`config.mk`:
```
export PLATFORM = sky130hd
export DESIGN_NAME = pbus_writer
export DESIGN_NICKNAME = d
export VERILOG_FILES = /design/src/rtl/pbw_pkg.sv /design/src/rtl/pbw_phase_timer.sv /design/src/rtl/pbw_pin_mapper.sv /design/src/rtl/pbus_writer.sv
export SDC_FILE = /design/constraint.sdc
export NUM_CORES = 1
export LEC_CHECK = 0
export ABC_AREA = 0
export BUFFER_PORTS_ARGS = -buffer_cell sky130_fd_sc_hd__buf_2
export CAP_MARGIN = 20
export CORE_AREA = 2 2 47 49
export CTS_CLUSTER_SIZE = 40
export DETAILED_ROUTE_END_ITERATION = 8
export DIE_AREA = 0 0 49 51
export PLACE_DENSITY = 0.74
export SYNTH_ARGS = -nofsm -noshare
export SYNTH_HDL_FRONTEND = slang
export SYNTH_HIERARCHICAL = 1
export SYNTH_SLANG_ARGS = --single-unit
```
`constraint.sdc`:
```
create_clock -name clk -period 2.7 [get_ports clk]
set_clock_uncertainty 0.2 [all_clocks]
set_input_delay 0.54 -clock clk [delete_from_list [all_inputs] [get_ports clk]]
set_output_delay 0.54 -clock clk [all_outputs]
set_load 0.03 [all_outputs]
```
`src/rtl/pbw_pkg.sv`:
```
`timescale 1ns/1ps
package pbw_pkg;

    typedef enum logic [2:0] {
        ST_IDLE,
        ST_SETUP,
        ST_STROBE,
        ST_HOLD,
        ST_RECOVER
    } pbw_state_e;

    // Round a nanosecond minimum up to whole clock cycles.
    function automatic int ns_to_cyc(input int ns, input int clk_ns);
        return (ns + clk_ns - 1) / clk_ns;
    endfunction

    function automatic int imax(input int a, input int b);
        return (a > b) ? a : b;
    endfunction

endpackage

```
`src/rtl/pbw_phase_timer.sv`:
```
`timescale 1ns/1ps
module pbw_phase_timer #(
    parameter int CNT_W = 5
) (
    input  logic             clk,
    input  logic             rst_n,
    input  logic             load,
    input  logic [CNT_W-1:0] load_val,
    output logic             expired
);

    logic [CNT_W-1:0] cnt_q;

    always_ff @(posedge clk or negedge rst_n) begin
        if (!rst_n) begin
            cnt_q <= '0;
        end else if (load) begin
            cnt_q <= load_val;
        end else if (cnt_q != '0) begin
            cnt_q <= cnt_q - 1'b1;
        end
    end

    assign expired = (cnt_q == '0);

endmodule

```
`src/rtl/pbw_pin_mapper.sv`:
```
`timescale 1ns/1ps
module pbw_pin_mapper (
    input  logic mode_80,
    input  logic selected,
    input  logic strobe,
    output logic cs_n,
    output logic rw_wrn,
    output logic e_rdn
);

    always_comb begin
        cs_n = ~selected;
        if (mode_80) begin
            // strobe-style: active-low write pin, read pin parked high
            rw_wrn = ~strobe;
            e_rdn  = 1'b1;
        end else begin
            // enable-style: select pin low for write while selected, enable high
            rw_wrn = ~selected;
            e_rdn  = strobe;
        end
    end

endmodule

```
`src/rtl/pbus_writer.sv`:
```
`timescale 1ns/1ps
module pbus_writer
    import pbw_pkg::*;
#(
    parameter int DATA_W         = 8,
    parameter int CLK_NS         = 10,
    parameter int ADDR_SETUP_NS  = 10,
    parameter int STROBE_LOW_NS  = 60,
    parameter int STROBE_HIGH_NS = 60,
    parameter int DATA_SETUP_NS  = 40,
    parameter int DATA_HOLD_NS   = 7,
    parameter int BUS_CYCLE_NS   = 300
) (
    input  logic              clk,
    input  logic              rst_n,
    input  logic              mode_80,
    input  logic              in_valid,
    output logic              in_ready,
    input  logic [DATA_W-1:0] in_data,
    input  logic              in_is_data,
    output logic              bus_cs_n,
    output logic              bus_dc,
    output logic              bus_rw_wrn,
    output logic              bus_e_rdn,
    output logic [DATA_W-1:0] bus_d,
    output logic              bus_oe
);

    localparam int SETUP_CYC   = imax(1, ns_to_cyc(ADDR_SETUP_NS, CLK_NS));
    localparam int ACTIVE_CYC  = imax(1, imax(ns_to_cyc(STROBE_LOW_NS, CLK_NS),
                                              ns_to_cyc(DATA_SETUP_NS, CLK_NS)));
    localparam int HOLD_CYC    = imax(1, ns_to_cyc(DATA_HOLD_NS, CLK_NS));
    localparam int RECOVER_CYC = imax(1, imax(
        ns_to_cyc(BUS_CYCLE_NS, CLK_NS) - (SETUP_CYC + ACTIVE_CYC + HOLD_CYC),
        ns_to_cyc(STROBE_HIGH_NS, CLK_NS) - (SETUP_CYC + HOLD_CYC)));
    localparam int TOTAL_CYC   = SETUP_CYC + ACTIVE_CYC + HOLD_CYC + RECOVER_CYC;
    localparam int MAX_CYC     = imax(imax(SETUP_CYC, ACTIVE_CYC), imax(HOLD_CYC, RECOVER_CYC));
    localparam int CNT_W       = $clog2(MAX_CYC + 1);

    localparam logic [CNT_W-1:0] SETUP_LD   = CNT_W'(SETUP_CYC - 1);
    localparam logic [CNT_W-1:0] ACTIVE_LD  = CNT_W'(ACTIVE_CYC - 1);
    localparam logic [CNT_W-1:0] HOLD_LD    = CNT_W'(HOLD_CYC - 1);
    localparam logic [CNT_W-1:0] RECOVER_LD = CNT_W'(RECOVER_CYC - 1);

    pbw_state_e        state_q, state_d;
    logic              tmr_load;
    logic [CNT_W-1:0]  tmr_val;
    logic              tmr_done;
    logic              accept;
    logic              selected;
    logic              strobe;
    logic [DATA_W-1:0] byte_q;
    logic              dc_q;
    logic              mode_q;

    assign accept = in_valid && in_ready;

    pbw_phase_timer #(.CNT_W(CNT_W)) u_timer (
        .clk      (clk),
        .rst_n    (rst_n),
        .load     (tmr_load),
        .load_val (tmr_val),
        .expired  (tmr_done)
    );

    // next-state and phase-length selection
    always_comb begin
        state_d  = state_q;
        tmr_load = 1'b0;
        tmr_val  = '0;
        unique case (state_q)
            ST_IDLE: begin
                if (in_valid) begin
                    state_d  = ST_SETUP;
                    tmr_load = 1'b1;
                    tmr_val  = SETUP_LD;
                end
            end
            ST_SETUP: begin
                if (tmr_done) begin
                    state_d  = ST_STROBE;
                    tmr_load = 1'b1;
                    tmr_val  = ACTIVE_LD;
                end
            end
            ST_STROBE: begin
                if (tmr_done) begin
                    state_d  = ST_HOLD;
                    tmr_load = 1'b1;
                    tmr_val  = HOLD_LD;
                end
            end
            ST_HOLD: begin
                if (tmr_done) begin
                    state_d  = ST_RECOVER;
                    tmr_load = 1'b1;
                    tmr_val  = RECOVER_LD;
                end
            end
            ST_RECOVER: begin
                if (tmr_done) begin
                    state_d = ST_IDLE;
                end
            end
            default: state_d = ST_IDLE;
        endcase
    end

    // state register
    always_ff @(posedge clk or negedge rst_n) begin
        if (!rst_n) begin
            state_q <= ST_IDLE;
        end else begin
            state_q <= state_d;
        end
    end

    // request capture
    always_ff @(posedge clk or negedge rst_n) begin
        if (!rst_n) begin
            byte_q <= '0;
            dc_q   <= 1'b0;
            mode_q <= 1'b0;
        end else if (accept) begin
            byte_q <= in_data;
            dc_q   <= in_is_data;
            mode_q <= mode_80;
        end
    end

    // output decode
    always_comb begin
        in_ready = (state_q == ST_IDLE);
        selected = (state_q == ST_SETUP) || (state_q == ST_STROBE) || (state_q == ST_HOLD);
        strobe   = (state_q == ST_STROBE);
        bus_oe   = selected;
        bus_d    = byte_q;
        bus_dc   = dc_q;
    end

    pbw_pin_mapper u_pins (
        .mode_80  (mode_q),
        .selected (selected),
        .strobe   (strobe),
        .cs_n     (bus_cs_n),
        .rw_wrn   (bus_rw_wrn),
        .e_rdn    (bus_e_rdn)
    );

    // ---------------- assertions ----------------
    logic        str_pin;
    logic [31:0] run_q;
    logic [31:0] since_acc_q;

    assign str_pin = mode_q ? ~bus_rw_wrn : bus_e_rdn;

    always_ff @(posedge clk or negedge rst_n) begin
        if (!rst_n) begin
            run_q       <= '0;
            since_acc_q <= '1;
        end else begin
            run_q <= str_pin ? run_q + 32'd1 : 32'd0;
            if (accept) begin
                since_acc_q <= 32'd0;
            end else if (since_acc_q != '1) begin
                since_acc_q <= since_acc_q + 32'd1;
            end
        end
    end

    a_r2_ready_only_idle: assert property (@(posedge clk) disable iff (!rst_n)
        in_ready |-> (bus_cs_n && !bus_oe && !str_pin));

    a_r6_accept_starts_setup: assert property (@(posedge clk) disable iff (!rst_n)
        accept |=> (!bus_cs_n && !str_pin));

    a_r6_strobe_width: assert property (@(posedge clk) disable iff (!rst_n)
        $fell(str_pin) |-> (run_q == 32'(ACTIVE_CYC) && !bus_cs_n));

    a_r4_select_low_in_write: assert property (@(posedge clk) disable iff (!rst_n)
        (!mode_q && bus_e_rdn) |-> (!bus_cs_n && !bus_rw_wrn));

    a_r5_read_parked: assert property (@(posedge clk) disable iff (!rst_n)
        mode_q |-> bus_e_rdn);

    a_r7_bus_stable: assert property (@(posedge clk) disable iff (!rst_n)
        (!bus_cs_n && $past(!bus_cs_n)) |-> ($stable(bus_d) && $stable(bus_dc)));

    a_r8_oe_with_cs: assert property (@(posedge clk) disable iff (!rst_n)
        bus_oe |-> !bus_cs_n);

    a_r9_cycle_spacing: assert property (@(posedge clk) disable iff (!rst_n)
        accept |-> (since_acc_q >= 32'(TOTAL_CYC)));

endmodule

```
[Yosys cells after proc, flatten, opt, wreduce, memory -nomap -nowiden]
Cells that the tools add are included.
Word-level totals
  bits in registers: 18
  input bits: 13
  output and inout bits: 14
  logic and storage cells: 42
Cells by class
  add/sub/neg operators: 1
  equal/unequal tests: 9
  mux-type cells: 16
  bitwise logic cells: 2
  reductions and logical operators: 9
Operators with widths (count)
  2-to-1 mux 3 bit: 6
  2-to-1 mux 5 bit: 3
  one-hot mux 3 bit (5 select lines): 1
  != test 2 bit (second input constant): 5
  one-hot mux 5 bit (2 select lines): 1
  equality test 3 x 2 -> 1 bit (second input constant): 2
  logical NOT 5 bit: 1
  AND reduction 5 bit: 1
  nonzero test 5 bit: 1
  subtractor 5 x 1 -> 5 bit (second input constant): 1
  2-to-1 mux 1 bit: 4
  equality test 3 x 1 -> 1 bit (second input constant): 1
  equality test 3 bit (second input constant): 1
  logical NOT 3 bit: 1
  OR reduction 3 bit: 1
  logical OR 1 bit: 2
  NOT 1 bit: 2
  one-hot mux 1 bit (2 select lines): 1
  nonzero test 2 bit: 1
  logical AND 1 bit: 1

[Depth between registers and ports, before layout]
Gate-level depths: netlist of the first run.
  depth in word-level cells: 5
  gate-level depth with buffers: 8
  gate-level depth less buffers: 7

[Hierarchy]
Netlist of the first run, hierarchy kept.
By module, submodules not included
  pbus_writer: instances 1, cells each 48, area an instance 655.6 um^2, seq. area each 325.3 um^2
  pbw_phase_timer: instances 1, cells each 27, area an instance 279.0 um^2, seq. area each 125.1 um^2
  pbw_pin_mapper: instances 1, cells each 3, area an instance 20.0 um^2, seq. area each 0.0 um^2

[Least setup slack after synthesis of the first run]
OpenSTA, ideal clock, no wires.
  path kind: flip-flop to output port
  start: register state_q[0]
  end: output port bus_rw_wrn
  data arrival time: 1.476 ns
  data required time: 1.960 ns
  slack: 0.484 ns
  stages on the path, launching flop included: 5
  path buffers: 1
  cell sequence: dfrtp_1 buf_2 nor2_1 nor2_1 mux2i_1
Between the ends
  longest elaborated chain between the ends: 5
  elaborated cells on any way between the ends: 8
  those cells by class: 3 x eq/ne; 1 x mux; 2 x bitwise; 2 x reduce/logical
Ends and longest elaborated chain
  start: declaration: line pbus_writer.sv:45  | pbw_state_e state_q, state_d;
  start signal: assignment: line pbus_writer.sv:114  | state_q <= state_d;
  equality test 3 x 1 -> 1 bit or equality test 3 x 2 -> 1 bit (tied branches): line pbus_writer.sv:134  | selected = (state_q == ST_SETUP) || (state_q == ST_STROBE) || (state_q == ST_HOLD);
  logical OR 1 bit: line pbus_writer.sv:134
  logical OR 1 bit *: line pbus_writer.sv:134
  via bus_oe: line pbus_writer.sv:26  | output logic bus_oe
  NOT 1 bit *: line pbw_pin_mapper.sv:19  | rw_wrn = ~selected;
  2-to-1 mux 1 bit *: line pbw_pin_mapper.sv:13  | if (mode_80) begin
  end: declaration: line pbus_writer.sv:23  | output logic bus_rw_wrn,
The timed path passes the listed nets; every way through them passes the cells marked *.

[Final worst setup path of the first run]
  start: register state_q[2]
  end: output port bus_e_rdn
Between the ends
  longest elaborated chain between the ends: 2
Ends and longest elaborated chain
  equality test 3 x 2 -> 1 bit: line pbus_writer.sv:135  | strobe = (state_q == ST_STROBE);
  via strobe: line pbus_writer.sv:51  | logic strobe;
  2-to-1 mux 1 bit: line pbw_pin_mapper.sv:13
  end: declaration: line pbus_writer.sv:24  | output logic bus_e_rdn,
The timed path passes the listed nets, and every way through them passes these cells.

==> qor.txt, run 1 <==
combinational fraction of design power - 0.572
switching power - 676 uW
kind of critical path - reg -> out
mean area per synthesized cell - 12.2 um^2
Worst Hold Endpoint - mode_q
most area-consuming cells after synthesis - dfrtp_1, mux2_4, nor4b_4
post-CTS setup-driven buffer insertion count - 0
Buffers on Ports - 26
vertical die dimension - 51 um
delay of the slowest cell on the worst path - 0.53 ns
Max rail drop VDD - 0.000553 V
placeable core area - 2060 um^2
starting density of the core - 0.463
setup tns final - 0 ns
overall via count from detail_route - 654
run status - finished, final reports clean
worst slew pin tran - 0.590 ns
endpoint of the lowest-slack register-to-register path - u_timer/cnt_q[0]
nature of the critical path startpoint - register
number of rows created at floorplan - 17
initial antenna violation count - 0
number of maximum-capacitance constraint violations - 0
synthesized area - 955 um^2
cell with the biggest individual delay on the critical path - dfrtp_1
routed wirelength normalized by instance count - 12.0 um
root buffer cell - clkbuf_4
post-synthesis cell count - 78
P&R area growth vs syn - 18.2%
number of nets with antenna violations after detailed routing - 0
Pint - 835 uW
total clock sinks - 18
clock latency on the worst-skew pair - 0.27 ns
remaining max-slew budget at the tightest pin - 0.605
Pre-antenna DRT Iters - 4
number of synthesis warnings - 6
Setup Slack @ Placement - 0.542 ns
minimum clock period - 2.20 ns
clock tree from TritonCTS - yes
Critical Path RT - 1.96 ns
grt ovf - 0
average vias per placed instance - 4.88
antenna cells - 0
Yosys cell types - 27
dpl cell area - 1100 um^2
DP Wirelength - 1230 um
Setup crit end kind - output pin
maximum count of clock buffers along a single path - 2
pwr dens - 1340 nW/um^2
R2R cell count - 8
final cell area excluding filler cells - 1130 um^2
maximum frequency from static timing analysis - 454 MHz
class of the tightest hold or removal check - in -> reg
sequential-to-total area share from yosys stat - 0.472
part of the total power dissipated in the clock network - 0.081
Final Setup Violations - 0
critical-path maximum fanout - 9
count of hold buffers inserted by post-cts repair - 1
delay-heaviest family, CP - flip-flops
Clock transition at path regs - 0.09 ns
final cycle utilization of the critical path - 0.816
overall routing resource usage - 0.145
Clock H-tree levels - 1
Die ar. - 2500 um^2
DR iter-0 viols - 16
number of ports placed on the die boundary - 27
setup slack of the worst register-to-register path - 0.52 ns
switching portion of total power - 0.447
final number of max-transition violations - 0
setup repair after global routing missed its margin - no
detailed-route DRC error count - 0
RR Startpoint - u_timer/cnt_q[0]
worst hold start - mode_80
cell type with the largest total area after synthesis - dfrtp_1
worst endpoint data arrival time - 1.46 ns
critical path cell sequence - nand2b_1 -> nor2_1 -> or2_1 -> buf_2
static leakage - 0.000540 uW
buffering stage count on the worst path with inverters included - 1
share of the synthesized area in the top cell type - 0.472
Reg power frac - 0.347
Placer Congestion - 0.834
post_cts resized - 0
Hold Path Stages - 2
number of buffers inserted during clock tree synthesis - 3
Worst Setup Slack, final - 0.498 ns
Final Net Count - 122
share of final-layout standard cells stronger than drive strength 1 - 0.453
final-report hold violation count - 0
vias in the first global route - 621
width of the chip - 49 um
global-route wire length before repair - 2780 um
routed wire length - 1610 um
number of synthesized register bits - 18
maximum number of pins on one net before global-route repair - 19
sequential cells by signal (all words and copies together), names as in the netlist:
signal / cells
state_q: 3
u_timer/cnt_q: 5
mode_q: 1
bus_d: 8
bus_dc: 1
area by class of cell:
class                   instances  area (um^2)
well taps                      28         35.0
fillers                       185          935
clock buffers                   3         22.5
flip-flops and latches         18          450
repair buffers                 29          155
inverters                       4         15.0
multi-input cells              52          450
placed cells by master, fill, tap and decap left out, drive strengths merged:
master,Yosys,routed
buf,4,28
dfrtp,18,18
mux2,12,12
nand2,6,6
nor2,5,5
o21ai,5,5
inv,4,4
a21oi,3,3
clkbuf,1,3
xnor2,3,3
o31ai,3,3
nor3,2,2
nor4b,2,2
conb,1,2
nand2b,1,1
or3b,1,1
o21a,1,1
a21bo,1,1
nand3b,1,1
or4b,1,1
dlygate4sd3,0,1
mux2i,1,1
or2,1,1
ha,1,1
cells by family (layout without fill, tap and decap cells):
kind of cell	after synthesis	count (layout)	synth area share
mux	13	13	0.191
other cells	1	2	0.00393
simple gates	20	20	0.144
xor+xnor	3	3	0.0275
fa+ha+maj	1	1	0.0131
compound gates	13	13	0.0878
flops	18	18	0.472
buf+inv	9	36	0.0603
how the worst max path moves through the flow:
stage / from / end / slack, ns / cells after the start
after floorplan: state_q[0] / bus_rw_wrn / 0.48 / 4
after global placement: u_timer/cnt_q[0] / u_timer/cnt_q[2] / 0.66 / 7
after detailed placement: u_timer/cnt_q[0] / u_timer/cnt_q[3] / 0.54 / 7
after CTS: state_q[2] / bus_e_rdn / 0.49 / 4
after global routing: u_timer/cnt_q[0] / u_timer/cnt_q[0] / 0.34 / 8
final: state_q[2] / bus_e_rdn / 0.50 / 4
per-stage QoR:
stage | hold WS, ns | utilization | cells | total power, uW
global placement | 0.280 | 0.531 | 130 | 1370
finish | 0.288 | 0.547 | 134 | 1510
global route | 0.280 | 0.547 | 134 | 1630
detailed placement | 0.292 | 0.531 | 130 | 1400
floorplan | 0.0444 | - | 79 | 1210
CTS | 0.280 | 0.547 | 134 | 1520
power groups by stage:
stage	registers, uW	logic (uW)	clock network [uW]
finish	524	865	123
global route	545	944	138
CTS	523	871	130
detailed placement	526	870	0
global placement	517	855	0
floorplan	621	591	0
cells in the mapped netlist:
cell type   n
dfrtp_1    18
mux2_4     10
nand2_1     6
nor2_1      5
inv_1       4
a21oi_1     3
buf_6       3
o21ai_0     3
o31ai_1     3
xnor2_1     3
mux2_2      2
nor3_1      2
nor4b_4     2
a21bo_2     1
buf_2       1
clkbuf_1    1
conb_1      1
ha_1        1
mux2i_1     1
nand2b_1    1
nand3b_1    1
o21a_1      1
o21ai_1     1
o21ai_2     1
or2_1       1
or3b_2      1
or4b_1      1
per-layer routing:
layer  vias to the layer above  global-route usage  share of wire
li1                        323                   -              -
met1                       309               0.217           0.48
met2                        22               0.221           0.46
met3                         0              0.0263          0.059
met4                         0              0.0286              0
met5                         -                   0              0
Note: power is estimated with default switching activity, not from simulation.
==> run 2, diff against run 1 <==
- clock period: 2.7 -> 2.2 ns (I/O delays scaled with it)
==> qor.txt, run 2 (same netlist as run 1, synthesis figures left out) <==
setup repair after global routing missed its margin - no
overall routing resource usage - 0.141 (-0.00367)
Final Setup Violations - 0 (unchanged)
final-report hold violation count - 0 (unchanged)
vertical die dimension - 51 um (unchanged)
class of the tightest hold or removal check - in -> reg
Reg power frac - 0.337 (-0.010)
Setup crit end kind - output pin
vias in the first global route - 578 (-6.9%)
clock tree from TritonCTS - yes
width of the chip - 49 um (unchanged)
average vias per placed instance - 4.68 (-4.0%)
Max rail drop VDD - 0.00103 V (+87%)
setup slack of the worst register-to-register path - 0.19 ns (-0.33 ns)
most frequent standard cell in the layout excluding fill and tap cells - buf_2
DR iter-0 viols - 13 (-3)
part of the total power dissipated in the clock network - 0.104 (+0.023)
detailed-route DRC error count - 0 (unchanged)
DP Wirelength - 1150 um (-6.0%)
endpoint of the lowest-slack register-to-register path - u_timer/cnt_q[0]
minimum clock period - 2.06 ns
routed wirelength normalized by instance count - 11.6 um (-3.1%)
starting density of the core - 0.463 (unchanged)
initial antenna violation count - 0 (unchanged)
dpl cell area - 1100 um^2 (+0.69%)
Buffers on Ports - 26 (unchanged)
fraction of met2 tracks used by global routing - 0.203 (-0.0183)
Hold Path Stages - 2 (unchanged)
switching power - 831 uW (+23%)
critical path cell sequence - nand2b_1 -> nor2_1 -> or2_1 -> buf_2
P&R area growth vs syn - 20.6%
final cycle utilization of the critical path - 0.934
commonest non-fill, non-tap cells in the layout - buf_2, dfrtp_1, mux2_4, nand2_1, nor2_1
number of rows created at floorplan - 17 (unchanged)
clock latency on the worst-skew pair - 0.29 ns (+0.02 ns)
setup tns final - 0 ns (unchanged)
share of final-layout standard cells stronger than drive strength 1 - 0.472 (+0.0194)
nature of the critical path startpoint - register
routed wire length - 1580 um (-1.7%)
maximum frequency from static timing analysis - 487 MHz
maximum number of pins on one net before global-route repair - 19 (unchanged)
final number of max-transition violations - 0 (unchanged)
Clock transition at path regs - 0.10 ns (about the same)
R2R cell count - 8 (unchanged)
worst endpoint data arrival time - 1.42 ns (-0.04 ns)
switching portion of total power - 0.436 (-0.0110)
number of buffers inserted during clock tree synthesis - 3 (unchanged)
Final Net Count - 123 (+0.82%)
critical-path maximum fanout - 10 (+1)
filler instances - 182 (-1.6%)
combinational fraction of design power - 0.559 (-0.013)
run status - finished, final reports clean
number of nets with antenna violations after detailed routing - 0 (unchanged)
worst hold start - in_data[4]
placeable core area - 2060 um^2 (unchanged)
Pint - 1070 uW (+29%)
antenna cells - 0 (unchanged)
Pre-antenna DRT Iters - 4 (unchanged)
overall via count from detail_route - 637 (-2.6%)
Critical Path RT - 1.56 ns (-0.40 ns)
root buffer cell - clkbuf_4
Clock H-tree levels - 1 (unchanged)
total clock sinks - 18 (unchanged)
pwr dens - 1660 nW/um^2 (+24%)
post-CTS setup-driven buffer insertion count - 0 (unchanged)
number of maximum-capacitance constraint violations - 0 (unchanged)
grt ovf - 0 (unchanged)
Global Route met1 Usage - 0.202 (-0.0153)
global route hottest layer - met2
Util after Layout - 0.558 (+0.0109)
Die ar. - 2500 um^2 (unchanged)
met3 Resource Use GR - 0.0556 (+0.0292)
cell with the biggest individual delay on the critical path - dfrtp_1
Placer Congestion - 0.866 (+3.8%)
delay of the slowest cell on the worst path - 0.50 ns (-0.03 ns)
final cell area excluding filler cells - 1150 um^2 (+2.0%)
kind of critical path - reg -> out
maximum count of clock buffers along a single path - 2 (unchanged)
number of ports placed on the die boundary - 27 (unchanged)
Worst Hold Endpoint - bus_d[4]
static leakage - 0.000551 uW (+2.0%)
RR Startpoint - u_timer/cnt_q[0]
global-route wire length before repair - 2680 um (-3.7%)
total power consumption of the routed design - 1910 uW (+26%)
number of flip-flops in the largest register - 8 (unchanged)
[run 2: cell count changes in the layout (fill, tap and decap cells not counted), sizes merged]
cell | previous run | this run
buf | 28 | 29
clkbuf | 3 | 4
[run 2: repair_timing]
item	in CTS	in global routing
endpoints found under the hold margin	18	0
setup endpoints to repair	0	2
hold buffers	1	0
resized for setup	0	1
[run 2: how the worst max path moves through the flow]
| stage | startpoint | end | slack [ns] | depth (start not counted) |
|---|---|---|---|---|
| after floorplan | state_q[0] | bus_rw_wrn | 0.08 | 4 |
| after global placement | u_timer/cnt_q[0] | u_timer/cnt_q[1] | 0.28 | 6 |
| after detailed placement | u_timer/cnt_q[0] | u_timer/cnt_q[0] | 0.22 | 8 |
| after CTS | state_q[2] | bus_e_rdn | 0.05 | 4 |
| after global routing | state_q[1] | bus_e_rdn | 0.005 | 4 |
| final | state_q[1] | bus_e_rdn | 0.14 | 4 |
[run 2: cell type report]
type	count	area (um^2)	area share
Sequential cell	18	452	0.392
Timing Repair Buffer	30	163	0.141
Clock buffer	4	36.3	0.0315
Inverter	4	15.0	0.0130
Tap cell	28	35.0	0.0304
Multi-Input combinational cell	52	450	0.391
[run 2: per-layer routing]
metal,up-vias,routed length (um)
met4,0,0
met3,0,103
met1,289,782
met5,-,0
li1,326,-
met2,22,693
[run 2: power by group through the flow]
stage | combinational [uW] | sequential [uW] | clock [uW]
after floorplan | 725 | 763 | 0
after global placement | 1050 | 636 | 0
after detailed placement | 1070 | 645 | 0
after CTS | 1070 | 641 | 206
after global routing | 1150 | 668 | 226
final | 1070 | 642 | 198
[run 2: per-stage QoR]
stage	setup WS [ns]	hold WS [ns]	cells
after floorplan	0.0842	-0.0556	79
after global placement	0.285	0.187	131
after detailed placement	0.215	0.188	131
after CTS	0.0510	0.166	136
after global routing	0.00537	0.156	136
final	0.145	0.176	136
[run 2: critical path: cells and delay by family (launching register included)]
| kind | cells | cell delay, ns |
|---|---|---|
| DFF | 1 | 0.50 |
| buffers and inverters | 1 | 0.18 |
| and+or+nand+nor | 3 | 0.44 |
==> run 3, diff against run 2 <==
- clock period: 2.2 -> 2.4 ns (I/O delays scaled with it)
==> qor.txt, run 3 (same netlist as run 1, synthesis figures left out) <==
count of hold buffers inserted by post-cts repair - 1 (unchanged)
final number of max-transition violations - 0 (unchanged)
number of ports placed on the die boundary - 27 (unchanged)
vertical die dimension - 51 um (unchanged)
placeable core area - 2060 um^2 (unchanged)
class of the tightest hold or removal check - in -> reg
setup tns final - 0 ns (unchanged)
setup repair after global routing missed its margin - no
Final Net Count - 123 (unchanged)
initial antenna violation count - 0 (unchanged)
number of flip-flops in the largest register - 8 (unchanged)
delay of the slowest cell on the worst path - 0.52 ns (+0.02 ns)
maximum count of clock buffers along a single path - 2 (unchanged)
clock tree from TritonCTS - yes
grt ovf - 0 (unchanged)
vias in the first global route - 638 (+10%)
run status - finished, final reports clean
number of nets with antenna violations after detailed routing - 0 (unchanged)
number of rows created at floorplan - 17 (unchanged)
kind of critical path - reg -> out
root buffer cell - clkbuf_4
number of maximum-capacitance constraint violations - 0 (unchanged)
commonest non-fill, non-tap cells in the layout - buf_2, dfrtp_1, mux2_4, nand2_1, nor2_1
P&R area growth vs syn - 20.4%
final cycle utilization of the critical path - 0.905
maximum frequency from static timing analysis - 461 MHz
DR iter-0 viols - 11 (-2)
antenna cells - 0 (unchanged)
Placer Congestion - 0.852 (-1.7%)
nature of the critical path startpoint - register
static leakage - 0.000552 uW (+0.30%)
smallest hold slack - 0.220 ns (+0.0438 ns)
Final Setup Violations - 0 (unchanged)
width of the chip - 49 um (unchanged)
share of final-layout standard cells stronger than drive strength 1 - 0.463 (-0.00926)
post-CTS setup-driven buffer insertion count - 0 (unchanged)
cell with the biggest individual delay on the critical path - dfrtp_1
maximum number of pins on one net before global-route repair - 19 (unchanged)
overall routing resource usage - 0.150 (+0.00807)
pwr dens - 1520 nW/um^2 (-8.2%)
number of buffers inserted during clock tree synthesis - 3 (unchanged)
clock latency on the worst-skew pair - 0.29 ns (about the same)
minimum clock period - 2.17 ns
most frequent standard cell in the layout excluding fill and tap cells - buf_2
starting density of the core - 0.463 (unchanged)
critical-path maximum fanout - 9 (-1)
routed wire length - 1610 um (+1.7%)
average vias per placed instance - 4.85 (+3.6%)
total clock sinks - 18 (unchanged)
Clock transition at path regs - 0.10 ns (about the same)
Setup crit end kind - output pin
Max rail drop VDD - 0.000848 V (-18%)
Critical Path RT - 1.72 ns (+0.16 ns)
critical path cell sequence - nand2b_1 -> nor2_1 -> or2_1 -> buf_2
global-route wire length before repair - 2880 um (+7.5%)
worst endpoint data arrival time - 1.49 ns (+0.07 ns)
detailed-route DRC error count - 0 (unchanged)
overall via count from detail_route - 660 (+3.6%)
total power consumption of the routed design - 1750 uW (-8.3%)
Clock H-tree levels - 1 (unchanged)
final-report hold violation count - 0 (unchanged)
post_cts resized - 0 (unchanged)
routed wirelength normalized by instance count - 11.8 um (+1.7%)
Die ar. - 2500 um^2 (unchanged)
DP Wirelength - 1210 um (+5.3%)
Pre-antenna DRT Iters - 4 (unchanged)
setup slack of the worst register-to-register path - 0.40 ns (+0.21 ns)
Buffers on Ports - 26 (unchanged)
run 3: cell count changes in the layout (fill, tap and decap cells not counted):
cell / before / now
dfrtp_1: 17 / 18
dfrtp_2: 1 / 0
run 3: worst paths after layout:
path | start | depth (start not counted) | to
setup / recovery | state_q[2] | 4 | bus_e_rdn
hold / removal | mode_80 | 2 | mode_q
setup reg to reg | u_timer/cnt_q[0] | 8 | u_timer/cnt_q[2]
hold reg to reg | bus_dc | 1 | bus_dc
max in group asynchronous | rst_n | 2 | u_timer/cnt_q[0]
min in group asynchronous | rst_n | 2 | bus_d[4]
run 3: area by class of cell:
| cell class | instances | area, um^2 |
|---|---|---|
| Clock buffer | 4 | 36.3 |
| Tap cell | 28 | 35.0 |
| Fill cell | 170 | 913 |
| Inverter | 4 | 15.0 |
| Sequential cell | 18 | 450 |
| Multi-Input combinational cell | 52 | 450 |
| Timing Repair Buffer | 30 | 163 |
run 3: critical path, delay by kind of cell, from the launching register on:
kind                   cells  cell delay, ns
buffers and inverters      1            0.17
and+or+nand+nor            3            0.50
DFF                        1            0.52
run 3: power by group:
group	leakage, uW	internal (uW)	switching, uW	total, uW
combinational	0.000313	441	541	982
sequential	0.000218	449	136	585
clock	0.0000210	92.4	88.4	181
run 3: per-stage QoR:
stage | worst slack (ns) | cells | util | area (um^2)
after global routing | 0.123 | 136 | 0.557 | 1150
final | 0.229 | 136 | 0.557 | 1150
after CTS | 0.217 | 136 | 0.557 | 1150
after floorplan | 0.244 | 79 | - | 958
after global placement | 0.499 | 131 | 0.535 | 1100
after detailed placement | 0.426 | 131 | 0.535 | 1100
run 3: routing by layer:
layer,up-vias,GRT usage,wire length (um)
li1,328,-,-
met5,-,0,0
met4,0,0.0571,13
met1,305,0.200,761
met3,2,0.0439,103
met2,25,0.231,726
